--- src/rtl/hsmbox_pkg.sv ---
package hsmbox_pkg;
    parameter int HOST_W = 16;
    parameter int SUB_W  = 8;
    parameter int ADDR_W = 3;
    localparam int LANES = HOST_W / SUB_W;

    localparam logic [ADDR_W-1:0] A_DN_LO  = 3'd0;
    localparam logic [ADDR_W-1:0] A_DN_HI  = 3'd1;
    localparam logic [ADDR_W-1:0] A_UP_LO  = 3'd2;
    localparam logic [ADDR_W-1:0] A_UP_HI  = 3'd3;
    localparam logic [ADDR_W-1:0] A_ACK    = 3'd4;

    localparam int MAIL_BIT  = 4;
    localparam int REPLY_BIT = 6;

    typedef struct packed {
        logic rd_lo;
        logic rd_hi;
        logic wr_lo;
        logic wr_hi;
        logic wr_ack;
    } sub_strobe_t;

    function automatic logic [HOST_W-1:0] pack_status(input logic mail, input logic reply);
        logic [HOST_W-1:0] s;
        s = '0;
        s[MAIL_BIT]  = mail;
        s[REPLY_BIT] = reply;
        return s;
    endfunction
endpackage

--- src/rtl/hsmbox_decode.sv ---
module hsmbox_decode
    import hsmbox_pkg::*;
(
    input  logic              cs,
    input  logic              we,
    input  logic [ADDR_W-1:0] addr,
    output sub_strobe_t       stb
);
    always_comb begin
        stb        = '0;
        stb.rd_lo  = cs && !we && (addr == A_DN_LO);
        stb.rd_hi  = cs && !we && (addr == A_DN_HI);
        stb.wr_lo  = cs &&  we && (addr == A_UP_LO);
        stb.wr_hi  = cs &&  we && (addr == A_UP_HI);
        stb.wr_ack = cs &&  we && (addr == A_ACK);
    end
endmodule

--- src/rtl/hsmbox_down.sv ---
module hsmbox_down
    import hsmbox_pkg::*;
(
    input  logic              clk,
    input  logic              rst,
    input  logic              host_wr,
    input  logic [HOST_W-1:0] host_wdata,
    input  sub_strobe_t       stb,
    input  logic              iack,
    output logic [HOST_W-1:0] latch,
    output logic              irq,
    output logic              mail_flag
);
    always_ff @(posedge clk) begin
        if (rst) begin
            latch     <= '0;
            irq       <= 1'b0;
            mail_flag <= 1'b1;
        end else begin
            if (host_wr) latch <= host_wdata;
            if (host_wr)   irq <= 1'b1;
            else if (iack) irq <= 1'b0;
            if (host_wr)        mail_flag <= 1'b0;
            else if (stb.rd_hi) mail_flag <= 1'b1;
        end
    end

    a_r3_irq_held: assert property (@(posedge clk) disable iff (rst)
        (irq && !iack) |=> irq);
    a_r3_write_raises: assert property (@(posedge clk) disable iff (rst)
        host_wr |=> irq);
    a_r4_mail_clears: assert property (@(posedge clk) disable iff (rst)
        host_wr |=> !mail_flag);
    a_r5_hi_read_sets: assert property (@(posedge clk) disable iff (rst)
        (stb.rd_hi && !host_wr) |=> mail_flag);
    a_r2_latch_stable: assert property (@(posedge clk) disable iff (rst)
        !host_wr |=> $stable(latch));
endmodule

--- src/rtl/hsmbox_up.sv ---
module hsmbox_up
    import hsmbox_pkg::*;
(
    input  logic              clk,
    input  logic              rst,
    input  logic              host_rd,
    input  sub_strobe_t       stb,
    input  logic [SUB_W-1:0]  wdata,
    output logic [HOST_W-1:0] latch,
    output logic              nmi,
    output logic              reply_flag
);
    logic [LANES-1:0] lane_we;
    assign lane_we = {stb.wr_hi, stb.wr_lo};

    for (genvar g = 0; g < LANES; g++) begin : g_lane
        always_ff @(posedge clk) begin
            if (rst)             latch[g*SUB_W +: SUB_W] <= '0;
            else if (lane_we[g]) latch[g*SUB_W +: SUB_W] <= wdata;
        end
    end

    always_ff @(posedge clk) begin
        if (rst) begin
            nmi        <= 1'b0;
            reply_flag <= 1'b1;
        end else begin
            nmi <= host_rd && !nmi;
            if (host_rd)         reply_flag <= 1'b0;
            else if (stb.wr_ack) reply_flag <= 1'b1;
        end
    end

    a_r7_single_cycle: assert property (@(posedge clk) disable iff (rst)
        nmi |=> !nmi);
    a_r7_read_fires: assert property (@(posedge clk) disable iff (rst)
        (host_rd && !nmi) |=> nmi);
    a_r8_read_clears: assert property (@(posedge clk) disable iff (rst)
        host_rd |=> !reply_flag);
    a_r6_up_stable: assert property (@(posedge clk) disable iff (rst)
        !(stb.wr_lo || stb.wr_hi) |=> $stable(latch));
endmodule

--- src/rtl/hsmbox_top.sv ---
module hsmbox_top
    import hsmbox_pkg::*;
(
    input  logic              clk,
    input  logic              rst,
    input  logic              host_wr,
    input  logic [15:0]       host_wdata,
    input  logic              host_rd,
    output logic [15:0]       host_rdata,
    output logic [15:0]       host_status,
    input  logic              sub_cs,
    input  logic              sub_we,
    input  logic [2:0]        sub_addr,
    input  logic [7:0]        sub_wdata,
    output logic [7:0]        sub_rdata,
    input  logic              sub_iack,
    output logic              sub_irq,
    output logic              sub_nmi
);
    sub_strobe_t       stb;
    logic [HOST_W-1:0] dn_latch;
    logic [HOST_W-1:0] up_latch;
    logic              mail_flag;
    logic              reply_flag;

    hsmbox_decode u_dec (
        .cs(sub_cs), .we(sub_we), .addr(sub_addr), .stb(stb)
    );

    hsmbox_down u_down (
        .clk(clk), .rst(rst), .host_wr(host_wr), .host_wdata(host_wdata),
        .stb(stb), .iack(sub_iack), .latch(dn_latch), .irq(sub_irq),
        .mail_flag(mail_flag)
    );

    hsmbox_up u_up (
        .clk(clk), .rst(rst), .host_rd(host_rd), .stb(stb),
        .wdata(sub_wdata), .latch(up_latch), .nmi(sub_nmi),
        .reply_flag(reply_flag)
    );

    always_comb begin
        if (stb.rd_lo)      sub_rdata = dn_latch[SUB_W-1:0];
        else if (stb.rd_hi) sub_rdata = dn_latch[HOST_W-1:SUB_W];
        else                sub_rdata = '0;
    end

    assign host_rdata  = up_latch;
    assign host_status = pack_status(mail_flag, reply_flag);

    a_r9_status_clean: assert property (@(posedge clk) disable iff (rst)
        (host_status & ~16'h0050) == 16'h0000);
    a_r10_unmapped_quiet: assert property (@(posedge clk) disable iff (rst)
        (sub_cs && sub_addr > 3'd4) |-> sub_rdata == 8'h00);
endmodule

--- config.mk ---
export PLATFORM = sky130hd
export DESIGN_NAME = hsmbox_top
export DESIGN_NICKNAME = d
export VERILOG_FILES = /design/src/rtl/hsmbox_pkg.sv /design/src/rtl/hsmbox_decode.sv /design/src/rtl/hsmbox_down.sv /design/src/rtl/hsmbox_up.sv /design/src/rtl/hsmbox_top.sv
export SDC_FILE = /design/constraint.sdc
export NUM_CORES = 1
export LEC_CHECK = 0
export ABC_AREA = 1
export CAP_MARGIN = 20
export CORE_MARGIN = 2
export CORE_UTILIZATION = 34
export DETAILED_ROUTE_END_ITERATION = 16
export DONT_BUFFER_PORTS = 1
export SYNTH_ARGS = -nofsm -noshare
export SYNTH_HDL_FRONTEND = slang
export SYNTH_HIERARCHICAL = 1
export SYNTH_SLANG_ARGS = --single-unit
--- constraint.sdc ---
create_clock -name clk -period 1.45 [get_ports clk]
set_input_delay 0.435 -clock clk [delete_from_list [all_inputs] [get_ports clk]]
set_output_delay 0.435 -clock clk [all_outputs]
set_load 0.005 [all_outputs]
==> flow_metrics.env, run 1 <==
export IMPL_grt_pass1_wl_microns=5858
export IMPL_place_area_sq_mm=0.001622
export IMPL_cp_start_kind="primary input"
export IMPL_area_delta_synth_final_pct=12.76
export IMPL_pwr_share_seq_pct=49.3
export IMPL_synth_most_common_cell="nor2_1"
export IMPL_coreArea_sq_mm=0.004723
export IMPL_fmax_mhz=682.0
export IMPL_reg2reg_from="u_down/latch[11]$_SDFFE_PP0P_"
export IMPL_rsz0062_at_grt="yes"
export IMPL_grt_pass1_vias=1339
export IMPL_ant_nets=0
export IMPL_drv_cap=0
export IMPL_cts_sinks=36
export IMPL_rr_worst_depth=2
export IMPL_netlist_area_leader_share_pct=43.24
export IMPL_combPwrFrac_pct=6.8
export IMPL_nNetsFinal=272
export IMPL_synth_top_cell_by_area="dfxtp_1"
export IMPL_hold_path_end="u_down/irq$_SDFFE_PP0P_"
export IMPL_final_area_sq_mm=0.001879
export IMPL_crit_path_max_fanout=6
export IMPL_cts_tree="built"
export IMPL_netlist_top_cells_area="dfxtp_1 43%, nor2_1 16%, nand2_1 12%"
export IMPL_synthCells=238
export IMPL_period_share_pct=101.1
export IMPL_setup_viol_count_final=4
export IMPL_io_buffers=0
export IMPL_netSwitchingPower_mw=0.4763
export IMPL_critPathKind="in2out"
export IMPL_viasPerCell=4.422
export IMPL_fin_skew_ns=0
export IMPL_hold_class="in2reg"
export IMPL_max_vdd_ir_drop_mv=0.6894
export IMPL_antenna_found_initial=0
export IMPL_synth_seq_cells=36
export IMPL_synth_edf_count=0
export IMPL_switching_share_pct=21.93
export IMPL_end_kind="output pin"
export IMPL_drc_errors=0
export IMPL_synth_flop_cell="dfxtp_1"
export IMPL_rows=25
export IMPL_min_from="rst"
export IMPL_drive_gt1_share_pct=20.50
export IMPL_initial_core_util_pct=35.28
export IMPL_violations="negative setup slack"
export IMPL_clk_pin_slew_ns=0.07
export IMPL_yosys_warnings=6
export IMPL_critical_path_required_ns=1.02
export IMPL_vias=1353
export IMPL_fin_ws_ns=-0.01631
export IMPL_drt_first_pass_iters=4
export IMPL_n_fill_cell=507
export IMPL_slew_viol_final=0
export IMPL_syn_avg_cell_area_sq_um=7.003
export IMPL_reg2reg_setup_slack_ns=0.77
export IMPL_clock_latency_ns=0.28
export IMPL_seq_area_frac_synth_pct=43.24
export IMPL_ys_async_sr_fraction_pct=0
export IMPL_dieWidth_microns=74.01
export IMPL_pre_cts_slack_ns=-0.05461
export IMPL_wl_per_cell_microns=12.39
export IMPL_cts_buffers=5
export IMPL_antenna_cells=0
export IMPL_drt_total_wl_microns=3792
export IMPL_regToRegEndpoint="u_down/latch[11]$_SDFFE_PP0P_"
export IMPL_p_leak_nw=0.8574
export IMPL_dpl_hpwl_microns=2643
export IMPL_ios=76
export IMPL_cts_max_level=2
export IMPL_p_per_area_mw_per_mm2=1156
export IMPL_min_path_cells=1
export IMPL_clock_path_buffers=2
export IMPL_clockPowerShare_pct=43.9
export IMPL_dr_first_iter_drc_count=46
export IMPL_grt_use_total_pct=14.19
export IMPL_grt_max_degree=19
export IMPL_finalSetupTns_ns=-0.04718
export IMPL_status="finished with violations"
export IMPL_arrival_ns=1.03
export IMPL_intPower_mw=1.696
export IMPL_synth_commonest_cells="70 x nor2_1, 52 x nand2_1, 36 x dfxtp_1, 17 x o21ai_0, 16 x buf_4"
export IMPL_netlist_area_sq_mm=0.001667
export IMPL_whs_ns=0.2018
export IMPL_postCtsSetupBuffers=0
export IMPL_grt_ovfl_total=0
export IMPL_cts_root_buf="clkbuf_8"
export IMPL_hold_viol=0
export IMPL_synth_cell_type_count=19
export IMPL_gp_congestion=0.7799
export IMPL_die_height_microns=74.01
export IMPL_die_area_sq_mm=0.005477
export IMPL_finalCriticalPeriod_ns=1.466
==> worst max-delay path, stage by stage <==
cell	delay (ns)
nor2_4	0.08
nand2_2	0.05
nor2_2	0.08
buf_6	0.15
buf_12	0.12
nand2_2	0.05
nand2_2	0.06
==> metrics by stage <==
stage | utilization, % | instances | total power [mW]
floorplan | - | 251 | 1.238
global placement | 34.33 | 297 | 1.220
detailed placement | 34.33 | 297 | 1.224
CTS | 37.80 | 305 | 2.195
global route | 39.79 | 306 | 2.279
finish | 39.79 | 306 | 2.172
==> cell families after synthesis <==
group / Yosys count / synth area share [%]
AOI/OAI and AO/OA: 19 / 5.931
buffers and inverters: 44 / 17.72
DFF: 36 / 43.24
and+or+nand+nor: 138 / 32.88
other: 1 / 0.2250
==> power by group through the flow <==
| stage | clock network (mW) | logic (mW) | registers, mW |
|---|---|---|---|
| floorplan | 0 | 0.160 | 1.08 |
| global placement | 0 | 0.132 | 1.09 |
| detailed placement | 0 | 0.135 | 1.09 |
| CTS | 0.988 | 0.138 | 1.07 |
| global route | 1.03 | 0.173 | 1.08 |
| finish | 0.953 | 0.148 | 1.07 |
==> how the worst max path moves through the flow <==
stage | start | end | slack (ns)
global placement | sub_addr[1] | sub_rdata[0] | -0.05
global route | sub_addr[1] | sub_rdata[7] | -0.06
CTS | sub_addr[1] | sub_rdata[7] | -0.04
detailed placement | sub_addr[1] | sub_rdata[0] | -0.05
floorplan | sub_addr[1] | sub_rdata[0] | 0.04
finish | sub_addr[1] | sub_rdata[7] | -0.02
==> what timing repair did <==
item / CTS / global route
endpoints found under the setup margin: 8 / 8
gates resized for setup: 14 / 26
pin swaps: 6 / 5
hold buffers: 0 / 0
cloned: 0 / 1
==> layer usage <==
layer  wire (microns)  vias to the layer above  GRT usage [%]
li1                 -                      688              -
met1             1464                      603          14.21
met2             1874                       57          25.69
met3              404                        5          5.962
met4               48                        0          6.061
met5                0                        -              0
==> final cells by class <==
| class | instances | area, sq um | area share [%] |
|---|---|---|---|
| multi-input cells | 171 | 802.0 | 42.68 |
| inverters | 18 | 77.57 | 4.128 |
| flip-flops and latches | 36 | 720.7 | 38.35 |
| repair buffers | 6 | 68.82 | 3.662 |
| clock inverters | 1 | 30.03 | 1.598 |
| well taps | 67 | 83.83 | 4.461 |
| clock buffers | 7 | 96.34 | 5.127 |
==> cells in the final DEF (no fill, tap or decap), drive strengths merged <==
cell type and instances:
nor2 70, nand2 56, dfxtp 36, o21ai 18, inv 18, conb 14
nand3 11, clkbuf 7, buf 6, bufinv 1, a21oi 1, nor3 1
==> registers in the layout, summed over array words and instances, names as in the netlist <==
register          count
u_up/latch           16
u_down/irq            1
u_down/mail_flag      1
u_up/nmi              1
u_down/latch         16
u_up/reply_flag       1
(Power assumes the default switching activity.)
==> run 2, diff against run 1 <==
--- a/config.mk
+++ b/config.mk
@@ -7,7 +7,7 @@
 export LEC_CHECK = 0
 export ABC_AREA = 1
 export CAP_MARGIN = 20
-export CORE_MARGIN = 2
+export CORE_MARGIN = 1.5
 export CORE_UTILIZATION = 34
 export DETAILED_ROUTE_END_ITERATION = 16
 export DONT_BUFFER_PORTS = 1
==> flow_metrics.env, run 2 (synthesis gave the netlist of run 1 again) <==
export IMPL_die_area_sq_mm=0.005330
export IMPL_critPathMostFrequentCell="nand2_2"
export IMPL_nNetsFinal=271
export IMPL_cts_buffers=5
export IMPL_initial_core_util_pct=35.28
export IMPL_clock_latency_ns=0.28
export IMPL_max_vdd_ir_drop_mv=0.5419
export IMPL_cts_sinks=36
export IMPL_violations="negative setup slack"
export IMPL_p_leak_nw=0.8340
export IMPL_gp_congestion=0.7501
export IMPL_crit_chain="nor2_4 > nand2_1 > nor2_2 > buf_6 > buf_12 > nand2_2 > nand2_2"
export IMPL_clk_pin_slew_ns=0.07
export IMPL_p_per_area_mw_per_mm2=1084
export IMPL_io_buffers=0
export IMPL_period_share_pct=102.0
export IMPL_ant_nets=0
export IMPL_cts_root_buf="clkbuf_8"
export IMPL_ff_latch_area_sq_um=720.7
export IMPL_fin_ws_ns=-0.02909
export IMPL_final_cell_mix="67 x nor2_1, 40 x nand2_1, 36 x dfxtp_1"
export IMPL_clock_path_buffers=2
export IMPL_arrival_ns=1.04
export IMPL_cts_tree="built"
export IMPL_multiInputGateArea_sq_um=779.5
export IMPL_end_kind="output pin"
export IMPL_hold_viol=0
export IMPL_critical_path_required_ns=1.02
export IMPL_dieWidth_microns=73.01
export IMPL_total_power_mw=1.965
export IMPL_reg_top3="u_down/latch: 16 flops, u_up/latch: 16 flops"
export IMPL_critPathKind="in2out"
export IMPL_postCtsSetupBuffers=0
export IMPL_grt_pass1_wl_microns=5699
export IMPL_antenna_cells=0
export IMPL_crit_path_max_fanout=6
export IMPL_rows=25
export IMPL_drt_first_pass_iters=4
export IMPL_vias=1324
export IMPL_die_height_microns=73.01
export IMPL_drt_total_wl_microns=3543
export IMPL_fin_skew_ns=0
export IMPL_rsz0062_at_grt="yes"
export IMPL_grt_ovfl_total=0
export IMPL_finalCriticalPeriod_ns=1.479
export IMPL_area_delta_synth_final_pct=8.784
export IMPL_slew_viol_final=0
export IMPL_pre_cts_slack_ns=-0.06426
export IMPL_hold_buffers=0
export IMPL_cp_slowest_stage_delay_ns=0.15
export IMPL_drc_errors=0
export IMPL_grt_pass1_vias=1283
export IMPL_wl_per_cell_microns=11.65
export IMPL_crit_slowest_cell="buf_6"
export IMPL_dpl_hpwl_microns=2559
export IMPL_grt_max_degree=19
export IMPL_dr_first_iter_drc_count=57
export IMPL_viasPerCell=4.355
export IMPL_cts_max_level=2
export IMPL_antenna_found_initial=0
export IMPL_coreArea_sq_mm=0.004723
export IMPL_drv_cap=0
export IMPL_grt_use_total_pct=14.26
export IMPL_final_common_cell="nor2_1"
export IMPL_setup_viol_count_final=4
export IMPL_status="finished with violations"
export IMPL_fmax_mhz=676.1
export IMPL_hold_class="in2reg"
export IMPL_ios=76
export IMPL_drive_gt1_share_pct=17.72
export IMPL_cp_start_kind="primary input"
export IMPL_n_fill_cell=515
-- run 2: cell types whose count changed in the layout (fill, tap and decap cells not counted), sizes merged --
cell    change
bufinv      -1
buf         -1
-- run 2: final timing paths --
path	startpoint	cells after the start	slack, ns	to
max	sub_addr[1]	7	-0.03	sub_rdata[2]
min	rst	1	0.21	u_down/irq$_SDFFE_PP0P_
max reg2reg	u_down/mail_flag$_SDFFE_PP1P_	2	0.77	u_down/mail_flag$_SDFFE_PP1P_
min reg2reg	u_up/nmi$_SDFF_PP0_	1	0.46	u_up/nmi$_SDFF_PP0_
-- run 2: final cells by class --
| type | count | area share (%) |
|---|---|---|
| inverters | 18 | 4.141 |
| flip-flops and latches | 36 | 39.75 |
| clock buffers | 7 | 5.314 |
| repair buffers | 5 | 3.175 |
| well taps | 67 | 4.624 |
| multi-input cells | 171 | 43.00 |
-- run 2: timing repair --
action / CTS / global route
gates resized for setup: 15 / 15
pin swaps: 6 / 3
endpoints found under the setup margin: 8 / 8
cloned: 0 / 0
-- run 2: worst max-delay path: cells and delay by family --
family                 cells  cell delay, ns
AND/OR/NAND/NOR            5            0.33
buffers and inverters      2            0.28
-- run 2: where the power goes --
group | switching (mW) | leakage [nW] | total (mW) | internal (mW)
Sequential | 0.0333 | 0.296 | 1.07 | 1.04
Combinational | 0.0915 | 0.488 | 0.141 | 0.0498
Clock | 0.330 | 0.0503 | 0.753 | 0.423
Total | 0.455 | 0.834 | 1.96 | 1.51
-- run 2: stage by stage --
step                      TNS (ns)  utilization, %  cell area, sq um  instances  hold WS, ns
final                     -0.08923           38.38              1813        304       0.2054
after global routing       -0.3302           38.38              1813        304       0.1949
after CTS                  -0.2450           37.27              1760        304       0.1960
after detailed placement   -0.3172           34.33              1622        297       0.4627
after global placement     -0.2250           34.33              1622        297       0.4558
after floorplan                  0               -              1715        251       0.4218
-- run 2: metal layers --
layer | share of wire (%) | track usage [%]
met1 | 41 | 15.32
met2 | 47 | 24.24
met3 | 10 | 6.492
met4 | 1.6 | 5.660
met5 | 0 | 0
==> run 3, diff against run 2 <==
==> constraint.sdc (replaced) <==
create_clock -name clk -period 1.75 [get_ports clk]
set_input_delay 0.525 -clock clk [delete_from_list [all_inputs] [get_ports clk]]
set_output_delay 0.525 -clock clk [all_outputs]
set_load 0.005 [all_outputs]
==> flow_metrics.env, run 3 (synthesis gave the netlist of run 1 again) <==
export IMPL_cp_slowest_stage_delay_ns=0.13
export IMPL_grt_pass1_vias=1291
export IMPL_dieWidth_microns=73.01
export IMPL_cts_max_level=2
export IMPL_critPathKind="in2out"
export IMPL_hold_viol=0
export IMPL_drive_gt1_share_pct=10.92
export IMPL_reg_top3="u_down/latch: 16 flops, u_up/latch: 16 flops"
export IMPL_fmax_mhz=603.9
export IMPL_clock_latency_ns=0.28
export IMPL_wl_per_cell_microns=11.75
export IMPL_dr_first_iter_drc_count=41
export IMPL_grt_ovfl_total=0
export IMPL_p_leak_nw=0.8077
export IMPL_placed_cells=296
export IMPL_ff_latch_area_sq_um=720.7
export IMPL_end_kind="output pin"
export IMPL_critical_path_required_ns=1.22
export IMPL_cp_start_kind="primary input"
export IMPL_die_height_microns=73.01
export IMPL_final_common_cell="nor2_1"
export IMPL_dpl_hpwl_microns=2560
export IMPL_clk_pin_slew_ns=0.07
export IMPL_hold_buffers=0
export IMPL_initial_core_util_pct=35.28
export IMPL_critPathMostFrequentCell="nor2_4"
export IMPL_cts_sinks=36
export IMPL_p_per_area_mw_per_mm2=929.4
export IMPL_status="completed"
export IMPL_crit_chain="nor2_4 > nand2_2 > nor2_4 > buf_6 > inv_4 > nand3_1 > nand2_1"
export IMPL_drv_cap=0
export IMPL_critPathTopFamily="simple AND/OR/NAND/NOR gates"
export IMPL_finalCriticalPeriod_ns=1.656
export IMPL_coreArea_sq_mm=0.004723
export IMPL_crit_slowest_cell="buf_6"
export IMPL_path_buf_inv=2
export IMPL_viasPerCell=4.377
export IMPL_cts_resized_gates=0
export IMPL_grt_use_total_pct=14.05
export IMPL_crit_path_max_fanout=8
export IMPL_drc_errors=0
export IMPL_die_area_sq_mm=0.005330
export IMPL_cts_buffers=5
export IMPL_clock_path_buffers=2
export IMPL_arrival_ns=1.13
export IMPL_n_fill_cell=545
export IMPL_antenna_found_initial=0
export IMPL_fin_cells=305
export IMPL_grt_max_degree=19
export IMPL_drt_first_pass_iters=4
export IMPL_hold_class="in2reg"
export IMPL_ios=76
export IMPL_antenna_cells=0
export IMPL_max_vdd_ir_drop_mv=0.4011
export IMPL_final_cell_mix="68 x nor2_1, 51 x nand2_1, 36 x dfxtp_1"
export IMPL_slew_viol_final=0
export IMPL_ant_nets=0
export IMPL_period_share_pct=94.63
export IMPL_io_buffers=0
export IMPL_cts_tree="built"
export IMPL_drt_total_wl_microns=3584
export IMPL_vias=1335
export IMPL_multiInputGateArea_sq_um=721.9
export IMPL_setup_viol_count_final=0
export IMPL_grt_pass1_wl_microns=5671
export IMPL_area_delta_synth_final_pct=3.679
export IMPL_fin_skew_ns=0
export IMPL_rows=25
export IMPL_cts_root_buf="clkbuf_8"
export IMPL_nNetsFinal=271
export IMPL_finalSetupTns_ns=0
export IMPL_gp_congestion=0.7336
export IMPL_postCtsSetupBuffers=0
run 3: changes by cell type in the layout (fill, tap and decap cells not counted), sizes merged:
cell,delta
clkinv,+2
clkbuf,-1
run 3: routing by layer:
| layer | track usage, % | part of all wire (%) |
|---|---|---|
| met1 | 15.05 | 42 |
| met2 | 24.55 | 48 |
| met3 | 5.939 | 9.3 |
| met4 | 5.031 | 0.95 |
| met5 | 0 | 0 |
run 3: stage by stage:
| step | setup slack [ns] | utilization [%] | cell area (sq um) | hold slack, ns | power (mW) |
|---|---|---|---|---|---|
| floorplan | 0.1640 | - | 1715 | 0.4218 | 1.026 |
| global placement | 0.04884 | 33.91 | 1602 | 0.4558 | 1.009 |
| detailed placement | 0.03082 | 33.91 | 1602 | 0.4616 | 1.012 |
| CTS | 0.02758 | 35.87 | 1694 | 0.2842 | 1.622 |
| global route | -0.0003877 | 36.58 | 1728 | 0.2799 | 1.689 |
| finish | 0.09405 | 36.58 | 1728 | 0.2954 | 1.606 |
run 3: power by group:
part           switching (mW)  internal [mW]
sequential             0.0238          0.859
combinational          0.0752         0.0390
clock                   0.295          0.314
total                   0.394           1.21
run 3: worst reg2reg max path: stages, from the launching register on:
cell and delay [ns]:
dfxtp_1 0.35, o21ai_0 0.16, nand2_1 0.06
run 3: worst paths after layout:
| kind | slack (ns) | to | from | cells past startpoint |
|---|---|---|---|---|
| worst max-delay path | 0.09 | sub_rdata[5] | sub_addr[1] | 7 |
| worst min-delay path | 0.30 | u_down/irq$_SDFFE_PP0P_ | rst | 1 |
| worst max register to register | 1.06 | u_down/mail_flag$_SDFFE_PP1P_ | u_down/mail_flag$_SDFFE_PP1P_ | 2 |
| worst min register to register | 0.46 | u_up/nmi$_SDFF_PP0_ | u_up/nmi$_SDFF_PP0_ | 1 |
run 3: layout make-up:
| class | count | share of cell area (%) |
|---|---|---|
| inverters | 18 | 4.055 |
| clock buffers | 6 | 4.779 |
| well taps | 67 | 4.852 |
| repair buffers | 5 | 2.245 |
| flip-flops and latches | 36 | 41.71 |
| multi-input cells | 171 | 41.78 |
| clock inverters | 2 | 0.5793 |
